**config.mk**
```make
export PLATFORM = sky130hd
export DESIGN_NAME = fe_flow_predictor
export DESIGN_NICKNAME = d
export VERILOG_FILES = /design/src/rtl/fe_pred_pkg.sv /design/src/rtl/fe_predecode.sv /design/src/rtl/fe_counter_table.sv /design/src/rtl/fe_target_buffer.sv /design/src/rtl/fe_ras.sv /design/src/rtl/fe_flow_predictor.sv
export SDC_FILE = /design/constraint.sdc
export NUM_CORES = 1
export LEC_CHECK = 0
export BUFFER_PORTS_ARGS = -buffer_cell sky130_fd_sc_hd__buf_2
export CORE_UTILIZATION = 59
export CTS_CLUSTER_DIAMETER = 120
export DETAILED_ROUTE_END_ITERATION = 10
export PLACE_DENSITY = 0.84
export SYNTH_ARGS = -nofsm -noshare
export SYNTH_HDL_FRONTEND = slang
export SYNTH_HIERARCHICAL = 1
export SYNTH_SLANG_ARGS = --single-unit
```
**constraint.sdc**
```tcl
create_clock -name clk_i -period 5.9 [get_ports clk_i]
set_clock_uncertainty 0.15 [all_clocks]
set_input_delay 1.18 -clock clk_i [delete_from_list [all_inputs] [get_ports clk_i]]
set_output_delay 1.18 -clock clk_i [all_outputs]
set_load 0.02 [all_outputs]
```
**src/rtl/fe_pred_pkg.sv**
```systemverilog
package fe_pred_pkg;

   localparam logic [6:0] OPC_BRANCH = 7'b1100011;
   localparam logic [6:0] OPC_JALR   = 7'b1100111;
   localparam logic [6:0] OPC_JAL    = 7'b1101111;

   typedef enum logic [1:0] {
      CF_NONE,
      CF_BRANCH,
      CF_JUMP,
      CF_INDIRECT
   } cf_kind_e;

   // link registers used by the calling convention (ra and t0)
   function automatic logic is_link_reg(input logic [4:0] r);
      return (r == 5'd1) || (r == 5'd5);
   endfunction

endpackage

```
**src/rtl/fe_predecode.sv**
```systemverilog
module fe_predecode
   import fe_pred_pkg::*;
#(
   parameter int PC_W = 32
) (
   input  logic [31:0]     instr_i,
   output cf_kind_e        kind_o,
   output logic            is_call_o,
   output logic            is_ret_o,
   output logic [PC_W-1:0] jump_off_o
);

   logic [6:0]         opc;
   logic [4:0]         rd;
   logic [4:0]         rs1;
   logic signed [20:0] jimm;

   assign opc  = instr_i[6:0];
   assign rd   = instr_i[11:7];
   assign rs1  = instr_i[19:15];
   assign jimm = {instr_i[31], instr_i[19:12], instr_i[20], instr_i[30:21], 1'b0};

   always_comb begin
      unique case (opc)
         OPC_JAL:    kind_o = CF_JUMP;
         OPC_JALR:   kind_o = CF_INDIRECT;
         OPC_BRANCH: kind_o = CF_BRANCH;
         default:    kind_o = CF_NONE;
      endcase
   end

   assign is_call_o  = ((kind_o == CF_JUMP) || (kind_o == CF_INDIRECT)) && is_link_reg(rd);
   assign is_ret_o   = (kind_o == CF_INDIRECT) && (rd == 5'd0) && is_link_reg(rs1);
   assign jump_off_o = PC_W'(jimm);

endmodule

```
**src/rtl/fe_counter_table.sv**
```systemverilog
module fe_counter_table #(
   parameter int ENTRIES = 16,
   localparam int IDX_W  = $clog2(ENTRIES)
) (
   input  logic             clk_i,
   input  logic             rst_ni,
   input  logic [IDX_W-1:0] rd_idx_i,
   output logic             rd_taken_o,
   input  logic             upd_en_i,
   input  logic [IDX_W-1:0] upd_idx_i,
   input  logic             upd_taken_i
);

   logic [1:0] ctr_all [ENTRIES];

   for (genvar g = 0; g < ENTRIES; g++) begin : g_ctr
      logic [1:0] ctr_q;
      logic       hit;

      assign hit = upd_en_i && (upd_idx_i == IDX_W'(g));

      always_ff @(posedge clk_i or negedge rst_ni) begin
         if (!rst_ni) begin
            ctr_q <= 2'd1;
         end else if (hit) begin
            if (upd_taken_i && ctr_q != 2'd3) begin
               ctr_q <= ctr_q + 2'd1;
            end else if (!upd_taken_i && ctr_q != 2'd0) begin
               ctr_q <= ctr_q - 2'd1;
            end
         end
      end

      assign ctr_all[g] = ctr_q;
   end

   assign rd_taken_o = ctr_all[rd_idx_i][1];

endmodule

```
**src/rtl/fe_target_buffer.sv**
```systemverilog
module fe_target_buffer #(
   parameter int PC_W    = 32,
   parameter int ENTRIES = 8,
   parameter int TAG_W   = 27,
   localparam int IDX_W  = $clog2(ENTRIES)
) (
   input  logic             clk_i,
   input  logic             rst_ni,
   input  logic [IDX_W-1:0] lk_idx_i,
   input  logic [TAG_W-1:0] lk_tag_i,
   output logic             lk_hit_o,
   output logic [PC_W-1:0]  lk_target_o,
   input  logic             wr_en_i,
   input  logic [IDX_W-1:0] wr_idx_i,
   input  logic [TAG_W-1:0] wr_tag_i,
   input  logic [PC_W-1:0]  wr_target_i
);

   logic             valid_q  [ENTRIES];
   logic [TAG_W-1:0] tag_q    [ENTRIES];
   logic [PC_W-1:0]  target_q [ENTRIES];

   always_ff @(posedge clk_i or negedge rst_ni) begin
      if (!rst_ni) begin
         for (int i = 0; i < ENTRIES; i++) valid_q[i] <= 1'b0;
      end else if (wr_en_i) begin
         valid_q[wr_idx_i] <= 1'b1;
      end
   end

   always_ff @(posedge clk_i) begin
      if (wr_en_i) begin
         tag_q[wr_idx_i]    <= wr_tag_i;
         target_q[wr_idx_i] <= wr_target_i;
      end
   end

   assign lk_hit_o    = valid_q[lk_idx_i] && (tag_q[lk_idx_i] == lk_tag_i);
   assign lk_target_o = target_q[lk_idx_i];

endmodule

```
**src/rtl/fe_ras.sv**
```systemverilog
module fe_ras #(
   parameter int PC_W   = 32,
   parameter int DEPTH  = 2,
   localparam int CNT_W = $clog2(DEPTH + 1)
) (
   input  logic             clk_i,
   input  logic             rst_ni,
   input  logic             push_i,
   input  logic [PC_W-1:0]  push_addr_i,
   input  logic             pop_i,
   output logic [PC_W-1:0]  top_o,
   output logic [CNT_W-1:0] count_o
);

   logic [CNT_W-1:0] count_q;

   always_ff @(posedge clk_i or negedge rst_ni) begin
      if (!rst_ni) begin
         count_q <= '0;
      end else if (push_i) begin
         if (count_q != CNT_W'(DEPTH)) count_q <= count_q + 1'b1;
      end else if (pop_i && count_q != '0) begin
         count_q <= count_q - 1'b1;
      end
   end

   if (DEPTH == 1) begin : g_single
      logic [PC_W-1:0] slot_q;
      always_ff @(posedge clk_i) begin
         if (push_i) slot_q <= push_addr_i;
      end
      assign top_o = slot_q;
   end else begin : g_shift
      // slot 0 is the top; the last slot falls off on overflow
      logic [PC_W-1:0] slot_q [DEPTH];
      always_ff @(posedge clk_i) begin
         if (push_i) begin
            slot_q[0] <= push_addr_i;
            for (int i = 1; i < DEPTH; i++) slot_q[i] <= slot_q[i-1];
         end else if (pop_i) begin
            for (int i = 0; i < DEPTH - 1; i++) slot_q[i] <= slot_q[i+1];
         end
      end
      assign top_o = slot_q[0];
   end

   assign count_o = count_q;

endmodule

```
**src/rtl/fe_flow_predictor.sv**
```systemverilog
module fe_flow_predictor
   import fe_pred_pkg::*;
#(
   parameter int PC_W        = 32,
   parameter int BHT_ENTRIES = 16,
   parameter int BTB_ENTRIES = 8,
   parameter int RAS_DEPTH   = 2
) (
   input  logic            clk_i,
   input  logic            rst_ni,
   input  logic            fetch_valid_i,
   input  logic [PC_W-1:0] fetch_pc_i,
   input  logic [31:0]     fetch_instr_i,
   input  logic            upd_valid_i,
   input  logic [PC_W-1:0] upd_pc_i,
   input  logic            upd_taken_i,
   input  logic [PC_W-1:0] upd_target_i,
   output logic            pred_taken_o,
   output logic [PC_W-1:0] pred_target_o
);

   localparam int BHT_IW = $clog2(BHT_ENTRIES);
   localparam int BTB_IW = $clog2(BTB_ENTRIES);
   localparam int TAG_W  = PC_W - BTB_IW - 2;
   localparam int RAS_CW = $clog2(RAS_DEPTH + 1);

   if (PC_W < 21 || PC_W > 64) begin : g_bad_pc_w
      $error("PC_W must lie in 21..64");
   end
   if (BHT_ENTRIES < 2 || (1 << BHT_IW) != BHT_ENTRIES) begin : g_bad_bht
      $error("BHT_ENTRIES must be a power of two of at least 2");
   end
   if (BTB_ENTRIES < 2 || (1 << BTB_IW) != BTB_ENTRIES) begin : g_bad_btb
      $error("BTB_ENTRIES must be a power of two of at least 2");
   end
   if (BHT_IW + 2 > PC_W || TAG_W < 1) begin : g_bad_idx
      $error("table index does not fit in the PC");
   end
   if (RAS_DEPTH < 1) begin : g_bad_ras
      $error("RAS_DEPTH must be at least 1");
   end

   cf_kind_e          kind;
   logic              is_call;
   logic              is_ret;
   logic [PC_W-1:0]   jump_off;
   logic [PC_W-1:0]   seq_pc;
   logic [PC_W-1:0]   jump_tgt;
   logic              bht_taken;
   logic              btb_hit;
   logic [PC_W-1:0]   btb_tgt;
   logic [PC_W-1:0]   ras_top;
   logic [RAS_CW-1:0] ras_cnt;
   logic              ras_nonempty;
   logic [1:0]        unused_upd_lo;

   assign unused_upd_lo = upd_pc_i[1:0];

   fe_predecode #(.PC_W(PC_W)) u_predecode (
      .instr_i    (fetch_instr_i),
      .kind_o     (kind),
      .is_call_o  (is_call),
      .is_ret_o   (is_ret),
      .jump_off_o (jump_off)
   );

   // separate adder so direct jumps never wait for execute
   assign seq_pc   = fetch_pc_i + PC_W'(4);
   assign jump_tgt = fetch_pc_i + jump_off;

   fe_counter_table #(.ENTRIES(BHT_ENTRIES)) u_bht (
      .clk_i       (clk_i),
      .rst_ni      (rst_ni),
      .rd_idx_i    (fetch_pc_i[BHT_IW+1:2]),
      .rd_taken_o  (bht_taken),
      .upd_en_i    (upd_valid_i),
      .upd_idx_i   (upd_pc_i[BHT_IW+1:2]),
      .upd_taken_i (upd_taken_i)
   );

   fe_target_buffer #(.PC_W(PC_W), .ENTRIES(BTB_ENTRIES), .TAG_W(TAG_W)) u_btb (
      .clk_i       (clk_i),
      .rst_ni      (rst_ni),
      .lk_idx_i    (fetch_pc_i[BTB_IW+1:2]),
      .lk_tag_i    (fetch_pc_i[PC_W-1:BTB_IW+2]),
      .lk_hit_o    (btb_hit),
      .lk_target_o (btb_tgt),
      .wr_en_i     (upd_valid_i && upd_taken_i),
      .wr_idx_i    (upd_pc_i[BTB_IW+1:2]),
      .wr_tag_i    (upd_pc_i[PC_W-1:BTB_IW+2]),
      .wr_target_i (upd_target_i)
   );

   assign ras_nonempty = (ras_cnt != '0);

   fe_ras #(.PC_W(PC_W), .DEPTH(RAS_DEPTH)) u_ras (
      .clk_i       (clk_i),
      .rst_ni      (rst_ni),
      .push_i      (fetch_valid_i && is_call),
      .push_addr_i (seq_pc),
      .pop_i       (fetch_valid_i && is_ret && ras_nonempty),
      .top_o       (ras_top),
      .count_o     (ras_cnt)
   );

   always_comb begin
      pred_taken_o  = 1'b0;
      pred_target_o = seq_pc;
      if (fetch_valid_i) begin
         unique case (kind)
            CF_JUMP: begin
               pred_taken_o  = 1'b1;
               pred_target_o = jump_tgt;
            end
            CF_INDIRECT: begin
               if (is_ret && ras_nonempty) begin
                  pred_taken_o  = 1'b1;
                  pred_target_o = ras_top;
               end
            end
            CF_BRANCH: begin
               if (bht_taken && btb_hit) begin
                  pred_taken_o  = 1'b1;
                  pred_target_o = btb_tgt;
               end
            end
            default: ;
         endcase
      end
   end

endmodule

```
==> flow_metrics.py <==
metrics = {
    "status": {
        "status": "finished, final reports clean",
    },
    "critical_path": {
        "reg2reg_depth": 4,
        "rr_startpoint": "u_ras/count_o[1]",
        "arrival_ps": 4490,
        "critical_path_class": "in2out",
        "cp_data_required_time_ps": 4570,
        "end_kind": "output pin",
        "path_max_fanout": 15,
        "r2r_slack_ps": 3650,
        "worstReg2RegEnd": "u_ras/g_shift.slot_q[0][23]",
        "cp-start-kind": "primary input",
    },
    "clock_tree": {
        "htree_levels": 2,
        "cts_buffers": 55,
        "insertion_delay_ps": 600,
        "clockRootBuffer": "clkbuf_16",
        "clk_pin_slew_ps": 70,
        "clock_path_buffers": 3,
        "cts_sinks": 578,
        "cts_tree": "built",
    },
    "power": {
        "power_uw": 9070,
        "peakVddDrop_mv": 0.342,
        "power_density_nw_per_um2": 300,
        "p_leak_uw": 0.0106,
    },
    "die": {
        "core_um2": 44400,
        "fp.dieArea_um2": 46100,
        "num_rows": 77,
        "start_util_pct": 60.1,
        "ioPinCount": 166,
        "die_w_um": 215,
        "die_height_um": 215,
    },
    "final_layout": {
        "drive_gt1_share_pct": 29.9,
        "syn_to_final_growth_pct": 13.1,
        "nFillCells": 2822,
        "final_nets": 2008,
        "final_core_util_pct": 68.0,
        "finalNonFillerCells": 2481,
    },
    "logic_synthesis": {
        "ys_seq_elements": 578,
        "ys_warn_count": 6,
        "async_flop_share_pct": 7.27,
        "synth.largest_area_cell": "edfxtp_1",
        "syn_area_um2": 26700,
        "ys.flop_type": "edfxtp_1",
        "avgSynthCellArea_um2": 16.0,
        "synth-edff-count": 536,
        "syn_nets": 1835,
        "synth_top_area_share_pct": 60.3,
        "synth_cell_types": 89,
        "synthCells": 1669,
        "synth_area_leaders": "edfxtp_1 60%, mux4_2 8.0%, mux2i_1 2.5%",
        "ys_seq_area_share_pct": 64.3,
    },
    "timing": {
        "finalSetupTns_ps": 0,
        "period_needed_ps": 5820,
        "rsz0062_at_grt": "yes",
        "drv_slew": 0,
        "finalHoldViolCount": 0,
        "max_slew_margin_pct": 19.2,
        "hold_ws_ps": 303,
        "fmax_mhz": 172,
        "tightest_slew_ps": 1210,
        "setup_viol": 0,
        "fin_crit_sh_pct": 98.7,
    },
    "drt": {
        "via_per_inst": 6.64,
        "post_drt_wl_per_cell_um": 27.4,
        "vias": 16485,
        "remaining_drc_errors": 0,
        "drt_iter0_markers": 2137,
        "drt_wl_total_mm": 67.9,
        "ant_nets": 0,
        "drtPass1Iterations": 7,
    },
    "placement": {
        "post-place-cells": 2364,
        "dp_hpwl_mm": 41.7,
        "portBuffers": 163,
        "place.gp.congestion": 0.943,
    },
    "global_route": {
        "antenna_found_initial": 12,
        "grt_util_met2_pct": 46.4,
        "grt_max_degree": 72,
        "grt.overflow.total": 0,
        "grt_pass1_vias": 16288,
        "met1_usage_pct": 39.9,
        "grtUsageMet3_pct": 5.38,
        "track_usage_pct": 29.1,
        "grt_pass1_wl_mm": 99.7,
        "grt-busiest-layer": "met2",
    },
    "run": {
        "drv_cap": 0,
    },
    "hold_path": {
        "hold_end": "u_ras/g_shift.slot_q[1][31]",
        "hold_start": "u_ras/g_shift.slot_q[0][31]",
        "hp-class": "reg2reg",
        "min_path_cells": 0,
    },
}
stage by stage:
stage	setup WS [ps]	cell area, um2
2_1_floorplan	256	26700
3_3_place_gp	-236	28000
3_5_place_dp	-234	28000
4_1_cts	8.49	29900
5_1_grt	-30.8	30200
6_report	75.5	30200
synth_stat cells, types with 7 or more instances:
| cell type | count |
|---|---|
| dfrtp_1 | 26 |
| xnor2_1 | 53 |
| mux2_4 | 29 |
| o21ai_0 | 27 |
| buf_4 | 42 |
| o31ai_1 | 15 |
| nand3b_1 | 8 |
| a221oi_1 | 10 |
| nand2_1 | 97 |
| clkbuf_1 | 30 |
| a21oi_1 | 51 |
| nor3_1 | 20 |
| buf_6 | 9 |
| a31oi_1 | 18 |
| ha_1 | 32 |
| o221ai_1 | 12 |
| nand2b_1 | 10 |
| xor2_1 | 21 |
| and2_1 | 7 |
| a22oi_1 | 35 |
| mux4_2 | 95 |
| dfstp_2 | 16 |
| nor4_1 | 14 |
| nor2b_1 | 10 |
| a211oi_1 | 7 |
| o22ai_1 | 21 |
| inv_1 | 28 |
| mux2i_1 | 67 |
| a21o_1 | 21 |
| o21ai_1 | 9 |
| nor2_1 | 41 |
| a221o_1 | 12 |
| nand3_1 | 28 |
| or2_2 | 11 |
| a222oi_1 | 11 |
| o211ai_1 | 7 |
| mux2_2 | 45 |
| buf_2 | 26 |
| nand4_1 | 10 |
| edfxtp_1 | 536 |
| and3_1 | 16 |
repair_timing:
action,4_1_cts,5_1_grt
pin swaps,4,7
gates resized for setup,14,23
setup buffers,0,8
setup endpoints to repair,32,29
hold buffers,0,0
cloned,1,4
placed cells by master (no fill, tap or decap), types with 26 or more instances in the layout:
cell       netlist  layout
a21oi_1         51      50
a22oi_1         35      35
buf_2           26     155
buf_4           42      57
clkbuf_16        0      60
dfrtp_1         26      26
edfxtp_1       536     536
ha_1            32      32
inv_1           28      28
mux2_2          45      45
mux2_4          29      29
mux2i_1         67      65
mux4_2          95      95
nand2_1         97      96
nand3_1         28      28
nor2_1          41      34
xnor2_1         53      53
cells by family (layout without fill, tap and decap cells):
logic type               count (synthesis)  count (layout)  synth area share, %
flip-flops                             578             578                 64.3
adder cells (fa/ha/maj)                 33              33                 1.58
XOR/XNOR                                75              75                 2.49
multiplexers                           236             236                 14.1
buffers and inverters                  141             357                 3.19
other                                    1               5               0.0141
AO/OA/AOI/OAI                          300             300                 8.22
AND/OR/NAND/NOR                        305             305                 6.11
area by class of cell:
| cell class | count | area, um2 | share of cell area (%) |
|---|---|---|---|
| antenna | 4 | 10.0 | 0.0332 |
| multi-input combinational | 950 | 8820 | 29.2 |
| tap | 592 | 741 | 2.45 |
| timing repair buffer | 228 | 1510 | 5.00 |
| inverter | 29 | 109 | 0.361 |
| clock buffer | 76 | 1550 | 5.13 |
| sequential | 578 | 17200 | 56.9 |
| clock inverter | 24 | 282 | 0.933 |
worst max path at each step:
stage | cells past startpoint | slack, ps | startpoint | to
global placement | 14 | -240 | fetch_pc_i[4] | pred_target_o[14]
finish | 15 | 80 | fetch_pc_i[2] | pred_target_o[20]
detailed placement | 14 | -230 | fetch_pc_i[4] | pred_target_o[14]
global route | 15 | -30 | fetch_pc_i[2] | pred_target_o[20]
floorplan | 14 | 260 | fetch_pc_i[4] | pred_target_o[13]
CTS | 14 | 8 | fetch_pc_i[2] | pred_target_o[20]
power by group:
group / switching [uW] / internal (uW)
sequential: 37.8 / 4570
combinational: 513 / 362
clock: 1490 / 2090
total: 2040 / 7030
critical path, stage by stage:
cell      delay, ps
buf_16          140
mux4_2          530
mux2i_1         180
xnor2_1         130
nor4_2          340
nand4_1         320
nor4_2          260
nand2_2         150
nor3b_4         230
buf_6           150
buf_6           140
buf_4           150
a22oi_1         100
o221ai_1        260
buf_2           210
per-layer routing:
| layer | vias to the layer above | wire [um] |
|---|---|---|
| li1 | 7010 | - |
| met2 | 1011 | 33000 |
| met4 | 16 | 2380 |
| met5 | - | 107 |
| met3 | 155 | 6410 |
| met1 | 8293 | 26000 |
state kept, by name, summed over array words and instances (netlist names):
signal                cells
u_ras/count_o             2
u_bht/g_ctr.ctr_q        32
u_ras/g_shift.slot_q     64
u_btb/target_q          256
u_btb/tag_q             216
u_btb/valid_q             8
Note: power is estimated with default switching activity, not from simulation.
